==> src/rtl/srm_pkg.sv <==
// Shared constants, state encoding and helpers for the sector run coalescer.
// Assumes 512-byte storage sectors and 85 data sectors per media block.
package srm_pkg;
    localparam int          SECT_SH     = 9;
    localparam int          BLK_SECTORS = 85;
    localparam logic [31:0] ABSENT      = 32'hFFFF_FFFF;
    localparam logic [31:0] ADDR_MASK   = 32'h1FFF_FFFF;

    typedef enum logic [2:0] {
        ST_IDLE, ST_OFS_RD, ST_OFS_USE, ST_ENT_RD, ST_ENT_USE, ST_ISSUE, ST_WAIT
    } st_t;

    // Reverse byte order of a big-endian table word.
    function automatic logic [31:0] swap32(input logic [31:0] w);
        return {w[7:0], w[15:8], w[23:16], w[31:24]};
    endfunction
endpackage

==> src/rtl/srm_slot_bank.sv <==
// Holds the table base pairs of SLOTS disk slots and the current slot.
// Empty slots hold ABSENT. Assumes SLOTS is a power of two.
module srm_slot_bank #(
    parameter int SLOTS = 4,
    localparam int SW = $clog2(SLOTS)
) (
    input  logic          clk,
    input  logic          rst_n,
    input  logic          cfg_we,
    input  logic [SW-1:0] cfg_slot,
    input  logic          cfg_present,
    input  logic [31:0]   cfg_blk_base,
    input  logic [31:0]   cfg_sec_base,
    input  logic          next_disk,
    output logic [SW-1:0] cur,
    output logic [31:0]   cur_blk_base,
    output logic [31:0]   cur_sec_base,
    output logic          cur_present
);
    import srm_pkg::*;

    logic [31:0]   blk_base [SLOTS];
    logic [31:0]   sec_base [SLOTS];
    logic [SW-1:0] nxt;

    // Find the next slot after cur that holds a disk, wrapping around.
    always_comb begin
        logic found;
        logic [SW-1:0] cand;
        nxt   = cur;
        found = 1'b0;
        for (int i = 1; i <= SLOTS; i++) begin
            cand = SW'((int'(cur) + i) % SLOTS);
            if (!found && blk_base[cand] != ABSENT) begin
                nxt   = cand;
                found = 1'b1;
            end
        end
    end

    // Slot storage: masked bases when present, ABSENT when cleared.
    for (genvar g = 0; g < SLOTS; g++) begin : g_slot
        always_ff @(posedge clk) begin
            if (!rst_n) begin
                blk_base[g] <= ABSENT;
                sec_base[g] <= ABSENT;
            end else if (cfg_we && cfg_slot == SW'(g)) begin
                blk_base[g] <= cfg_present ? (cfg_blk_base & ADDR_MASK) : ABSENT;
                sec_base[g] <= cfg_present ? (cfg_sec_base & ADDR_MASK) : ABSENT;
            end
        end
    end

    // Current slot pointer.
    always_ff @(posedge clk) begin
        if (!rst_n)         cur <= '0;
        else if (next_disk) cur <= nxt;
    end

    assign cur_blk_base = blk_base[cur];
    assign cur_sec_base = sec_base[cur];
    assign cur_present  = (blk_base[cur] != ABSENT);
endmodule

==> src/rtl/srm_span.sv <==
// Works out the storage sectors covered by one media block from its
// unaligned byte offset and the sector size. Purely combinational.
module srm_span #(
    parameter int CNT_W = 16
) (
    input  logic [31:0]      start_ofs,
    input  logic [7:0]       sec_size,
    output logic [8:0]       sub_off,
    output logic [31:0]      first_sec,
    output logic [CNT_W-1:0] nsec
);
    import srm_pkg::*;

    logic [31:0] blk_len;
    logic [31:0] last_byte;

    // Block length, last byte, and first/last sector numbers.
    always_comb begin
        blk_len   = (32'(sec_size) + 32'd1) * 32'(BLK_SECTORS);
        last_byte = start_ofs + blk_len - 32'd1;
        first_sec = start_ofs >> SECT_SH;
        sub_off   = start_ofs[SECT_SH-1:0];
        nsec      = CNT_W'((last_byte >> SECT_SH) - first_sec + 32'd1);
    end
endmodule

==> src/rtl/sector_run_merger.sv <==
// Top: looks up a block's offset, walks the sector table and issues merged
// storage bursts. Table reads return data one cycle after tbl_rd_en.
// Assumes one storage burst is outstanding at a time.
module sector_run_merger #(
    parameter int SLOTS   = 4,
    parameter int TRACK_W = 12,
    parameter int CNT_W   = 16,
    localparam int SW    = $clog2(SLOTS),
    localparam int IDX_W = TRACK_W + 2
) (
    input  logic               clk,
    input  logic               rst_n,
    input  logic               cfg_we,
    input  logic [SW-1:0]      cfg_slot,
    input  logic               cfg_present,
    input  logic [31:0]        cfg_blk_base,
    input  logic [31:0]        cfg_sec_base,
    input  logic               next_disk,
    input  logic               req_valid,
    input  logic               req_write,
    input  logic [TRACK_W-1:0] req_track,
    input  logic               req_head,
    input  logic               req_start_blk,
    input  logic [7:0]         req_sec_size,
    input  logic [31:0]        req_buf_addr,
    output logic               busy,
    output logic               blk_ready,
    output logic               blk_valid,
    output logic [8:0]         sub_offset,
    output logic [SW-1:0]      cur_disk,
    output logic               tbl_rd_en,
    output logic [31:0]        tbl_addr,
    input  logic [31:0]        tbl_rdata,
    output logic               sto_req,
    output logic               sto_write,
    output logic [31:0]        sto_lba,
    output logic [CNT_W-1:0]   sto_count,
    output logic [31:0]        sto_buf,
    input  logic               sto_done,
    input  logic               sto_err
);
    import srm_pkg::*;

    st_t              st;
    logic [31:0]      cur_blk_base, cur_sec_base, l_blk_base, l_sec_base;
    logic             cur_present;
    logic [IDX_W-1:0] l_idx;
    logic [7:0]       l_size;
    logic             l_write;
    logic [31:0]      cur_buf, first_sec, run_lba, hold_e, word;
    logic [CNT_W-1:0] nsec, ent_i, run_cnt;
    logic             carry, ent_last;
    logic [8:0]       sp_sub;
    logic [31:0]      sp_first;
    logic [CNT_W-1:0] sp_nsec;

    srm_slot_bank #(.SLOTS(SLOTS)) u_slots (
        .clk(clk), .rst_n(rst_n), .cfg_we(cfg_we), .cfg_slot(cfg_slot),
        .cfg_present(cfg_present), .cfg_blk_base(cfg_blk_base),
        .cfg_sec_base(cfg_sec_base), .next_disk(next_disk), .cur(cur_disk),
        .cur_blk_base(cur_blk_base), .cur_sec_base(cur_sec_base),
        .cur_present(cur_present)
    );

    assign word = swap32(tbl_rdata);

    srm_span #(.CNT_W(CNT_W)) u_span (
        .start_ofs(word), .sec_size(l_size),
        .sub_off(sp_sub), .first_sec(sp_first), .nsec(sp_nsec)
    );

    assign ent_last = (ent_i == nsec - CNT_W'(1));

    // Table port and storage request drive from the current state.
    always_comb begin
        tbl_rd_en = (st == ST_OFS_RD) || (st == ST_ENT_RD);
        tbl_addr  = (st == ST_OFS_RD) ? l_blk_base + (32'(l_idx) << 2)
                                      : l_sec_base + ((first_sec + 32'(ent_i)) << 2);
    end
    assign sto_req   = (st == ST_ISSUE);
    assign sto_write = l_write;
    assign sto_lba   = run_lba;
    assign sto_count = run_cnt;
    assign sto_buf   = cur_buf;
    assign busy      = (st != ST_IDLE);

    // Request sequencer: offset lookup, entry walk, burst issue, completion.
    always_ff @(posedge clk) begin
        if (!rst_n) begin
            st <= ST_IDLE;
            blk_ready <= 1'b0;  blk_valid <= 1'b0;  sub_offset <= '0;
            l_blk_base <= '0;   l_sec_base <= '0;   l_idx <= '0;
            l_size <= '0;       l_write <= 1'b0;    cur_buf <= '0;
            first_sec <= '0;    nsec <= '0;         ent_i <= '0;
            run_lba <= '0;      run_cnt <= '0;      hold_e <= '0;
            carry <= 1'b0;
        end else begin
            case (st)
                ST_IDLE: if (req_valid) begin
                    l_blk_base <= cur_blk_base;
                    l_sec_base <= cur_sec_base;
                    l_idx      <= {req_track, req_head, req_start_blk};
                    l_size     <= req_sec_size;
                    l_write    <= req_write;
                    cur_buf    <= req_buf_addr;
                    blk_valid  <= 1'b0;
                    blk_ready  <= !cur_present;
                    if (cur_present) st <= ST_OFS_RD;
                end
                ST_OFS_RD: st <= ST_OFS_USE;
                ST_OFS_USE: if (word == ABSENT) begin
                    blk_ready <= 1'b1;
                    st        <= ST_IDLE;
                end else begin
                    sub_offset <= sp_sub;
                    first_sec  <= sp_first;
                    nsec       <= sp_nsec;
                    ent_i      <= '0;
                    carry      <= 1'b0;
                    st         <= ST_ENT_RD;
                end
                ST_ENT_RD: st <= ST_ENT_USE;
                ST_ENT_USE: if (ent_i != '0 && word != run_lba + 32'(run_cnt)) begin
                    hold_e <= word;
                    carry  <= 1'b1;
                    st     <= ST_ISSUE;
                end else begin
                    run_lba <= (ent_i == '0) ? word : run_lba;
                    run_cnt <= (ent_i == '0) ? CNT_W'(1) : run_cnt + CNT_W'(1);
                    if (ent_last) st <= ST_ISSUE;
                    else begin
                        ent_i <= ent_i + CNT_W'(1);
                        st    <= ST_ENT_RD;
                    end
                end
                ST_ISSUE: st <= ST_WAIT;
                ST_WAIT: if (sto_done) begin
                    if (sto_err) begin
                        blk_ready <= 1'b1;
                        st        <= ST_IDLE;
                    end else begin
                        cur_buf <= cur_buf + (32'(run_cnt) << SECT_SH);
                        if (carry) begin
                            carry   <= 1'b0;
                            run_lba <= hold_e;
                            run_cnt <= CNT_W'(1);
                            if (ent_last) st <= ST_ISSUE;
                            else begin
                                ent_i <= ent_i + CNT_W'(1);
                                st    <= ST_ENT_RD;
                            end
                        end else begin
                            blk_ready <= 1'b1;
                            blk_valid <= 1'b1;
                            st        <= ST_IDLE;
                        end
                    end
                end
                default: st <= ST_IDLE;
            endcase
        end
    end
endmodule

==> config.mk <==
export PLATFORM = sky130hd
export DESIGN_NAME = sector_run_merger
export DESIGN_NICKNAME = d
export VERILOG_FILES = /design/src/rtl/srm_pkg.sv /design/src/rtl/srm_slot_bank.sv /design/src/rtl/srm_span.sv /design/src/rtl/sector_run_merger.sv
export SDC_FILE = /design/constraint.sdc
export NUM_CORES = 1
export LEC_CHECK = 0
export BUFFER_PORTS_ARGS = -buffer_cell sky130_fd_sc_hd__buf_2
export CORE_UTILIZATION = 45
export DETAILED_ROUTE_END_ITERATION = 10
export GPL_TIMING_DRIVEN = 1
export PLACE_DENSITY_LB_ADDON = 0.05
export SLEW_MARGIN = 20
export SYNTH_ARGS = -nofsm -noshare
export SYNTH_HDL_FRONTEND = slang
export SYNTH_SLANG_ARGS = --single-unit
==> constraint.sdc <==
create_clock -name clk -period 19.55 [get_ports clk]
set_input_delay 1.955 -clock clk [delete_from_list [all_inputs] [get_ports clk]]
set_output_delay 1.955 -clock clk [all_outputs]
set_load 0.005 [all_outputs]
-- Yosys cells after proc, flatten, opt, wreduce, memory -nomap -nowiden
Memory sizes are Yosys's and may differ from the RTL's. A register that Yosys moved wholly into a read port is not among the register bits.
Cells that the tools add are included.
- $add $sub $neg: 17
- mux-type cells: 80
- multiply operators: 1
- bitwise logic cells: 9
- equal/unequal tests: 29
- reductions and logical operators: 36
- operators by type and width (operator ; number):
    2-to-1 mux 32 bit ; 19
    2-to-1 mux 16 bit ; 11
    inequality test 32 bit (second input constant) ; 5
    one-hot mux 32 bit (2 select lines) ; 2
    adder 32 x 16 -> 32 bit ; 2
    one-hot mux 16 bit (3 select lines) ; 1
    adder 16 x 1 -> 16 bit (second input constant) ; 2
    adder 32 x 25 -> 32 bit ; 1
    adder 32 x 26 -> 32 bit ; 1
    equality test 32 bit (second input constant) ; 1
    inequality test 32 bit ; 1
    one-hot mux 16 bit (2 select lines) ; 1
    2-to-1 mux 1 bit ; 28
    adder 25 bit ; 1
    subtractor 25 x 1 -> 25 bit (second input constant) ; 1
    adder 23 x 16 -> 24 bit ; 1
    inequality test 2 bit (second input constant) ; 11
    2-to-1 mux 3 bit ; 7
    one-hot mux 3 bit (7 select lines) ; 1
    AND reduction 5 bit ; 4
    adder 16 x 2 -> 16 bit (second input constant) ; 1
    equality test 16 bit ; 1
    logical NOT 16 bit ; 1
    multiplier 9 x 7 -> 16 bit (second input constant) ; 1
    other kinds (29) ; 67
- output and inout port bits: 129
- bits of input ports: 161
- logic and storage cells: 191
- memory bits (writable): 256
- bits in registers: 239
- memories kept: 2
- memory list (memory ; depth ; bits a word ; rd ports ; clocked after memory_dff ; write ports ; RTL line ; RTL):
    u_slots.blk_base ; 4 ; 32 ; 5 ; 1 ; 4 ; srm_slot_bank.sv:22 ; logic [31:0] blk_base [SLOTS];
    u_slots.sec_base ; 4 ; 32 ; 1 ; 1 ; 4 ; srm_slot_bank.sv:23 ; logic [31:0] sec_base [SLOTS];

-- Depth between registers and ports, before layout
Gate-level depths: netlist of the first run.
An unclocked memory read counts as a cell.
- depth after elaboration: 16
- mapped depth: 40
- gate-level depth less buffers: 40

-- Hierarchy
A second synthesis of the first run with hierarchy kept.
- cells, all modules: 3427
- area total of the unflattened synthesis: 31940.6 sq um
- by module, submodules not included (module ; times used ; sequential area each (sq um) ; cells each ; area an instance (sq um)):
    sector_run_merger ; 1 ; 5525.3 ; 2295 ; 17465.5
    srm_slot_bank ; 1 ; 7166.9 ; 721 ; 10980.5
    srm_span ; 1 ; 0.0 ; 411 ; 3494.6

-- Worst setup path after synthesis of the first run
OpenSTA, ideal clock, no wires.
- path kind: flip-flop to flip-flop
- start: reg l_size[2]
- end: reg nsec[15]
- cell stages (with the launch flop): 38
- required time: 19.418 ns
- path slack: 11.849 ns
- path buffers: 0
- period minus slack after synthesis: 7.701 ns
- arrival time: 7.569 ns
- library setup time: 0.132 ns
- cell sequence: dfxtp_1 > nand3_1 > xnor2_1 > ha_1 > inv_1 > fa_1 > inv_1 > ha_1 > fa_1 > ha_1 > a21oi_1 > o21ai_0 > a21oi_1 > o21ai_0 > a21oi_1 > o21bai_1 > a21oi_1 > xor2_1 > (+2 left out) > ha_1 > or4_1 > a211o_1 > nor3b_1 > o31ai_1 > nand2b_1 > and2_1 > nor2_1 > xnor2_1 > ha_1 > ha_1 > nor3_1 > nor2_1 > a31o_2 > a21oi_1 > xnor2_1 > xnor2_1 > a21oi_1
- word-level cells in the longest chain between the ends: 6
- ends and longest elaborated chain (element ; RTL line ; RTL):
    start, declared ; sector_run_merger.sv:48 ; logic [7:0] l_size;
    start signal, assigned ; sector_run_merger.sv:103 ; l_size <= req_sec_size;
    adder 8 x 1 -> 9 bit ; srm_span.sv:19 ; blk_len = (32'(sec_size) + 32'd1) * 32'(BLK_SECTORS);
    multiplier 9 x 7 -> 16 bit ; srm_span.sv:19 ;
    adder 25 bit ; srm_span.sv:20 ; last_byte = start_ofs + blk_len - 32'd1;
    subtractor 25 x 1 -> 25 bit ; srm_span.sv:20 ;
    subtractor 16 bit ; srm_span.sv:23 ; nsec = CNT_W'((last_byte >> SECT_SH) - first_sec + 32'd1);
    adder 16 x 2 -> 16 bit ; srm_span.sv:23 ;
    end signal, assigned ; sector_run_merger.sv:117 ; nsec <= sp_nsec;
    end, declared ; sector_run_merger.sv:51 ; logic [CNT_W-1:0] nsec, ent_i, run_cnt;
No other way between the ends.
A chain may end at the register's enable or synchronous reset.

-- Worst setup path in the final report of the first run
- start: reg l_size[0]
- end: reg nsec[15]
The elaborated chain is that of the path after synthesis.

==> results of run 1 <==
## critical path: cells and delay by family (launching register included)
family / cells / cell delay, ps
buf+inv: 4 / 360
compound gates: 12 / 3250
xor+xnor: 4 / 880
flops: 1 / 480
simple gates: 4 / 790
fa+ha+maj: 8 / 2820
## worst paths after layout
path | start | end | slack [ps] | depth (start not counted)
worst max-delay path | l_size[0] | nsec[15] | 10820 | 32
worst min-delay path | hold_e[18] | sto_lba[18] | 430 | 2
worst max register to register | l_size[0] | nsec[15] | 10820 | 32
worst min register to register | hold_e[18] | sto_lba[18] | 430 | 2
## routing by layer
layer,vias to the layer above,GRT usage (%)
met1,12600,35.6
met2,727,45.2
met3,134,3.55
met5,-,0
met4,4,7.05
li1,12500,-
## flip-flops by register name (all words and copies together), names as in the netlist, named ones only
| name | cells |
|---|---|
| blk_ready | 1 |
| blk_valid | 1 |
| carry | 1 |
| ent_i | 16 |
| first_sec | 23 |
| hold_e | 32 |
| l_blk_base | 30 |
| l_idx | 14 |
| l_sec_base | 30 |
| l_size | 8 |
| nsec | 16 |
| st | 3 |
| sto_buf | 32 |
| sto_count | 16 |
| sto_lba | 32 |
| sto_write | 1 |
| sub_offset | 9 |
| u_slots.blk_base | 120 |
| u_slots.cur | 2 |
| u_slots.sec_base | 116 |
## power by group
part	switching, W	internal, W	total [W]
registers	0.0000604	0.00118	0.00124
clock network	0.000455	0.000635	0.00109
logic	0.000537	0.000374	0.000912
## per-stage QoR
stage          power, W  setup slack (ps)  util, %  std cells  instance area [um^2]
4_1_cts         0.00327             10810     51.5       4456                 34700
3_3_place_gp    0.00215             10940     48.7       4348                 32800
5_1_grt         0.00342             10200     51.5       4457                 34700
6_report        0.00325             10820     51.5       4459                 34700
3_5_place_dp    0.00217             10880     48.7       4348                 32800
2_1_floorplan   0.00190             11850        -       3344                 30700
## synthesized netlist by cell type (8+ instances only)
cell type / number
sky130_fd_sc_hd__buf_2: 13
sky130_fd_sc_hd__buf_1: 11
sky130_fd_sc_hd__or3_1: 143
sky130_fd_sc_hd__o21a_1: 26
sky130_fd_sc_hd__dfxtp_1: 269
sky130_fd_sc_hd__nor3_1: 59
sky130_fd_sc_hd__fa_1: 16
sky130_fd_sc_hd__o31ai_1: 27
sky130_fd_sc_hd__nor3b_1: 9
sky130_fd_sc_hd__edfxtp_1: 236
sky130_fd_sc_hd__mux4_2: 60
sky130_fd_sc_hd__nor4_1: 22
sky130_fd_sc_hd__ha_1: 196
sky130_fd_sc_hd__o211ai_1: 10
sky130_fd_sc_hd__nor2_1: 283
sky130_fd_sc_hd__or2_2: 10
sky130_fd_sc_hd__a211oi_1: 20
sky130_fd_sc_hd__nor2b_1: 23
sky130_fd_sc_hd__o21bai_1: 11
sky130_fd_sc_hd__nand4_1: 57
sky130_fd_sc_hd__and2_1: 10
sky130_fd_sc_hd__xor2_1: 58
sky130_fd_sc_hd__nand3_1: 71
sky130_fd_sc_hd__inv_1: 142
sky130_fd_sc_hd__xnor2_1: 123
sky130_fd_sc_hd__nand2_1: 427
sky130_fd_sc_hd__mux2i_1: 45
sky130_fd_sc_hd__o22ai_1: 9
sky130_fd_sc_hd__a21oi_1: 275
sky130_fd_sc_hd__o21ai_0: 118
sky130_fd_sc_hd__a311oi_1: 41
sky130_fd_sc_hd__clkbuf_1: 146
sky130_fd_sc_hd__a31oi_1: 24
sky130_fd_sc_hd__and3_1: 32
sky130_fd_sc_hd__nand2b_1: 140
sky130_fd_sc_hd__or4_1: 23
sky130_fd_sc_hd__and4_1: 8
sky130_fd_sc_hd__a21o_1: 24
## kinds of logic after synthesis
family / synth area share (%)
AO/OA/AOI/OAI: 13.8
XOR/XNOR: 5.16
adder cells (fa/ha/maj): 9.02
buffers and inverters: 4.15
flip-flops: 40.6
multiplexers: 5.94
AND/OR/NAND/NOR: 21.3
## area by class of cell
| class | instances | area [um^2] | share of cell area (%) |
|---|---|---|---|
| multi-input cells | 2517 | 17100 | 49.2 |
| flip-flops and latches | 505 | 12500 | 35.9 |
| clock buffers | 78 | 1630 | 4.68 |
| repair buffers | 309 | 1610 | 4.64 |
| well taps | 873 | 1090 | 3.14 |
| inverters | 144 | 548 | 1.58 |
| clock inverters | 30 | 285 | 0.821 |
| diodes | 3 | 7.51 | 0.0216 |
==> results.ini, run 1 <==
[setup_path]
worst_setup_path_end_kind = register
critical_path.max_fanout = 6
critPathRequiredTime_ps = 20000
setup.worst_path.start_class = register
cp_slowest_stage_delay_ps = 670
critical-path-top-cell-by-count = sky130_fd_sc_hd__ha_1
crit_type = reg2reg
critPathSlowestCell = sky130_fd_sc_hd__a2111oi_0
cp.arrival_ps = 9180

[sta]
maxSlewViolCount = 0
timing.hold.ws_ps = 433
min_period_over_period_pct = 44.7
max_clock_freq_ghz = 0.114
timing.final.crit_period_ps = 8730
worst_slew_pin_slew_ps = 1100
finalHoldViolations = 0
rsz0062_at_grt = false
skew_ps = 56.1
worst_slew_margin_rel_pct = 26.6
setup_total_negative_slack_ps = 0
timing.final.setup_violations = 0

[finish]
layout_commonest_cell = sky130_fd_sc_hd__nand2_1
layout_common_cells = sky130_fd_sc_hd__nand2_1, sky130_fd_sc_hd__buf_2, sky130_fd_sc_hd__nor2_1, sky130_fd_sc_hd__a21oi_1, sky130_fd_sc_hd__dfxtp_1
area_delta_synth_final_pct = 13.1
num-nets-final = 3907
fill_cells = 6277
post_route_cells_drive_above_1_share_pct = 14.3

[synthesis]
ys_seq_elements = 505
synth_enable_flop_cells = 236
syn_avg_cell_area_um2 = 9.19
synthTopCellsByArea = sky130_fd_sc_hd__edfxtp_1, sky130_fd_sc_hd__dfxtp_1, sky130_fd_sc_hd__ha_1, sky130_fd_sc_hd__nand2_1, sky130_fd_sc_hd__a21oi_1
synth_sequential_area_ratio_pct = 40.6
netlist-cell-type-count = 88
syn_area_um2 = 30700
yosysTopAreaCell = sky130_fd_sc_hd__edfxtp_1
post_synth_arst_share_pct = 0
syn_nets = 3717
yosys_warnings = 0
share_of_the_synthesized_area_in_the_top_cell_type_pct = 23.1
dominantRegCellSynth = sky130_fd_sc_hd__dfxtp_1
synth_cells = 3344

[grt]
grt.total_usage_pct = 26.6
grt_antenna_before_repair = 7
globalRouteOverflowTotal = 0
grt_max_degree = 131
grt_pass1_vias = 25000
grt_first_pass_wirelength_um = 145000

[drt]
post_drt_wl_per_cell_um = 21.2
post-route-drc-count = 0
route.top_layer_used = met5
detailedRoute.firstIterationViolations = 1745
ant_nets = 0
number_of_vias_per_cell = 5.82
route.final.wire_length_um = 94500
via_count = 26000
dr_wl_met2_um = 45200
drt_first_pass_iters = 7
met3_wirelength_um = 5250
wl_met1_um = 41800

[place]
routabilityCongestion = 0.871
place_hpwl_um = 68600
numPortBuffers = 283

[clocking]
cts_tree = built
cts_root_buf = sky130_fd_sc_hd__clkbuf_16
postCtsSetupRepairBufs = 0
cts-resized-gates = 0
htreeDepth = 2
cts-root-to-sink-buffers = 3
clk_pin_slew_worst_paths_ps = 60
cts_buffers = 57
worstSkewPairLatency_ps = 640
cts_num_sinks = 505
cts-hold-fix-buffers = 0

[pwr]
peakVddDrop_v = 0.0000727
power_per_cell_area_nw_per_um2 = 93.4
power.leakage_nw = 13.6

[run_status]
outcome = complete, no violations

[floorplan]
area_enclosed_by_the_die_boundary_um2 = 69300
io_pins = 290
rows = 95
initial_util_pct = 45.6
die-height_um = 263
floorplan.core_area_um2 = 67400
horiz_die_dim_um = 263

[min_path]
min_path_type = reg2reg

[flow_run]
max_cap_viol = 0

Note: power is estimated with default switching activity, not from simulation.
==> run 2: changes to the inputs <==
--- a/config.mk
+++ b/config.mk
@@ -5,6 +5,7 @@
 export SDC_FILE = /design/constraint.sdc
 export NUM_CORES = 1
 export LEC_CHECK = 0
+export ABC_AREA = 1
 export BUFFER_PORTS_ARGS = -buffer_cell sky130_fd_sc_hd__buf_2
 export CORE_UTILIZATION = 45
 export DETAILED_ROUTE_END_ITERATION = 10
==> constraint.sdc (replaced) <==
create_clock -name clk -period 7 [get_ports clk]
set_input_delay 0.7 -clock clk [delete_from_list [all_inputs] [get_ports clk]]
set_output_delay 0.7 -clock clk [all_outputs]
set_load 0.005 [all_outputs]
==> run 2 against run 1 <==
  * The flow now finishes with violations (negative setup slack)
  * Cell count rose by 25%
  * Die area increased by 4.3%
  * Clock-buffer cell count is 1 lower
  * Critical endpoint unchanged
  * Largest power group is now combinational cells
  * Highest routed layer unchanged
==> results.ini, run 2 <==
[finish]
num-nets-final = 4953  ; +27%
layout_common_cells = sky130_fd_sc_hd__nand2_1, sky130_fd_sc_hd__inv_1, sky130_fd_sc_hd__o21ai_0, sky130_fd_sc_hd__nor2_1, sky130_fd_sc_hd__a21oi_1
final_core_utilization_pct = 53.6  ; +2.1 points
area_delta_synth_final_pct = 17.5
flip_flop_count_of_the_largest_register_after_layout = 120  ; unchanged
largest-register = u_slots.blk_base
layout_commonest_cell = sky130_fd_sc_hd__nand2_1
layout_top_registers = u_slots.blk_base: 120 flops, u_slots.sec_base: 116 flops
post_route_cells_drive_above_1_share_pct = 14.3  ; -0.044 points

[drt]
dr_wl_met2_um = 48300  ; +6.9%
via_count = 29900  ; +15%
wl_met1_um = 47200  ; +13%
met3_wirelength_um = 7190  ; +37%
route.top_layer_used = met5
post-route-drc-count = 0  ; unchanged
post_drt_wl_per_cell_um = 19.2  ; -9.3%
number_of_vias_per_cell = 5.37  ; -7.6%
drt_first_pass_iters = 6  ; -1
ant_nets = 0  ; unchanged
route.final.wire_length_um = 107000  ; +13%
detailedRoute.firstIterationViolations = 2442  ; +40%

[synthesis]
synth-adder-area-share_pct = 8.65  ; -0.38 points
post_synth_arst_share_pct = 0  ; unchanged
share_of_the_synthesized_area_in_the_top_cell_type_pct = 22.1  ; -0.96 points
yosys-top-cells-count = sky130_fd_sc_hd__nand2_1, sky130_fd_sc_hd__inv_1, sky130_fd_sc_hd__o21ai_0, sky130_fd_sc_hd__nor2_1, sky130_fd_sc_hd__a21oi_1
synth_sequential_area_ratio_pct = 38.9  ; -1.7 points
syn_nets = 4656  ; +25%
post_synth_mux_area_share_pct = 0  ; -5.9 points
yosysTopAreaCell = sky130_fd_sc_hd__edfxtp_1
syn_avg_cell_area_um2 = 7.49  ; -19%
post_synth_xor_area_fraction_pct = 4.45  ; -0.71 points
synthTopCellsByArea = sky130_fd_sc_hd__edfxtp_1, sky130_fd_sc_hd__dfxtp_1, sky130_fd_sc_hd__nand2_1, sky130_fd_sc_hd__ha_1, sky130_fd_sc_hd__inv_1
synth_enable_flop_cells = 236  ; unchanged
dominantRegCellSynth = sky130_fd_sc_hd__dfxtp_1
syn_area_um2 = 32100  ; +4.4%
synth-compound-area-share_pct = 18.0  ; +4.2 points
simple_gate_fraction_of_synth_area_pct = 21.3  ; -0.052 points
synth_cells = 4283  ; +28%
ys_seq_elements = 505  ; unchanged
top_count_cell_post_synth = sky130_fd_sc_hd__nand2_1
yosys_warnings = 0  ; unchanged
netlist-cell-type-count = 59  ; -33%
main_combinational_cell_family_by_area_after_synthesis = simple AND/OR/NAND/NOR gates

[clocking]
cts_buffers = 58  ; +1.8%
cts-hold-fix-buffers = 0  ; unchanged
worstSkewPairLatency_ps = 670  ; +30 ps
htreeDepth = 2  ; unchanged
cts-root-to-sink-buffers = 3  ; unchanged
cts_num_sinks = 505  ; unchanged
cts_tree = built
clk_pin_slew_worst_paths_ps = 60  ; about the same
cts_root_buf = sky130_fd_sc_hd__clkbuf_16

[run_status]
outcome = finished with violations
failed_checks = negative setup slack

[sta]
skew_ps = 70.5  ; +14.4 ps
worst_slew_margin_rel_pct = 29.5  ; +2.9 points
rsz0062_at_grt = true
timing.final.setup_violations = 1  ; +1
maxSlewViolCount = 0  ; unchanged
finalHoldViolations = 0  ; unchanged
timing.final.crit_period_ps = 7040  ; -1690 ps
final_worst_setup_slack_ps = -44.8  ; -10860 ps
min_period_over_period_pct = 101  ; +56 points
worst_slew_pin_slew_ps = 1060  ; -45.1 ps
setup_total_negative_slack_ps = -44.8  ; -44.8 ps
max_clock_freq_ghz = 0.142  ; +24%

[floorplan]
initial_util_pct = 45.6  ; about the same
io_pins = 290  ; unchanged
die-height_um = 269  ; +2.1%
floorplan.core_area_um2 = 70300  ; +4.3%
horiz_die_dim_um = 269  ; +2.1%
rows = 97  ; +2.1%
area_enclosed_by_the_die_boundary_um2 = 72300  ; +4.3%

[setup_path]
setup.worst_path.start_class = register
cp_slowest_stage_delay_ps = 490  ; -180 ps
cp.arrival_ps = 7520  ; -1660 ps
critPathSlowestCell = sky130_fd_sc_hd__fa_1
critical_path.max_fanout = 3  ; -3
crit_type = reg2reg
critPathRequiredTime_ps = 7470  ; -12530 ps
worst_setup_path_end_kind = register

[grt]
grt_pass1_vias = 28000  ; +12%
grt_first_pass_wirelength_um = 162000  ; +12%
grt.total_usage_pct = 29.3  ; +2.7 points
grt_max_degree = 94  ; -28%
globalRouteOverflowTotal = 0  ; unchanged
grt_antenna_before_repair = 6  ; -1

[pwr]
power.leakage_nw = 17.0  ; +25%
power_per_cell_area_nw_per_um2 = 364  ; +290%
peakVddDrop_v = 0.000573  ; +690%

[flow_run]
max_cap_viol = 0  ; unchanged

[min_path]
min_path_type = in2reg

[place]
routabilityCongestion = 0.931  ; +6.8%
place_hpwl_um = 76800  ; +12%
numPortBuffers = 283  ; unchanged

[run 2: cell count changes in the layout (fill, tap and decap cells not counted), moves of 68 or more]
cell | previous run | this run
sky130_fd_sc_hd__nand3_1 | 70 | 138
sky130_fd_sc_hd__inv_1 | 142 | 511
sky130_fd_sc_hd__nor2_1 | 282 | 365
sky130_fd_sc_hd__a22oi_1 | 5 | 82
sky130_fd_sc_hd__o21ai_0 | 114 | 382
sky130_fd_sc_hd__nand2b_1 | 139 | 0
sky130_fd_sc_hd__nand2_1 | 422 | 969
sky130_fd_sc_hd__buf_4 | 26 | 129
sky130_fd_sc_hd__xnor2_1 | 123 | 54
sky130_fd_sc_hd__or3_1 | 143 | 0
[run 2: layout make-up]
| class | count | area, um^2 |
|---|---|---|
| Multi-Input combinational cell | 3053 | 17500 |
| Inverter | 545 | 2050 |
| Fill cell | 6943 | 32600 |
| Sequential cell | 505 | 12500 |
| Tap cell | 940 | 1180 |
| Clock buffer | 77 | 1620 |
| Antenna cell | 3 | 7.51 |
| Clock inverter | 32 | 414 |
| Timing Repair Buffer | 417 | 2450 |
[run 2: through the flow]
stage	setup WS, ps	area [um^2]	power [W]	hold WS [ps]	std cells
2_1_floorplan	30.4	32200	0.00719	457	4283
3_3_place_gp	-331	35000	0.00980	447	5445
3_5_place_dp	-373	35000	0.00983	450	5445
4_1_cts	-165	37300	0.0134	269	5561
5_1_grt	-495	37700	0.0147	285	5571
6_report	-44.8	37700	0.0137	295	5572
[run 2: path summary, 6_finish.rpt]
check / start / to / slack (ps) / cells after the start
worst max-delay path: l_size[1] / nsec[15] / -40 / 47
worst min-delay path: req_write / sto_write / 290 / 3
worst max register to register: l_size[1] / nsec[15] / -40 / 47
worst min register to register: sto_buf[8] / sto_buf[8] / 460 / 2
[run 2: per-layer routing]
layer,global-route usage (%),vias to the layer above
li1,-,15000
met1,39.6,13900
met2,47.1,937
met3,3.84,192
met4,12.1,6
met5,0,-
[run 2: cells by family after synthesis]
logic type	after synthesis
buf+inv	725
fa+ha+maj	212
compound gates	1018
flops	505
xor+xnor	163
simple gates	1660
[run 2: critical path: cells and delay by family (launching register included)]
kind,cells,cell delay (ps)
buffers and inverters,9,590
and+or+nand+nor,13,1220
AOI/OAI and AO/OA,12,1710
DFF,1,360
xor gates and xnor gates,4,610
adders and majority gates,9,2430
[run 2: what timing repair did]
item | CTS | global route
pin swaps | 31 | 48
gates resized for setup | 59 | 62
hold endpoints to repair | 0 | 0
endpoints found under the setup margin | 7 | 14
setup buffers | 7 | 8
[run 2: report_power, final]
group	internal [W]	switching [W]	total, W
combinational	0.00318	0.00375	0.00693
clock	0.00189	0.00131	0.00321
sequential	0.00336	0.000226	0.00359
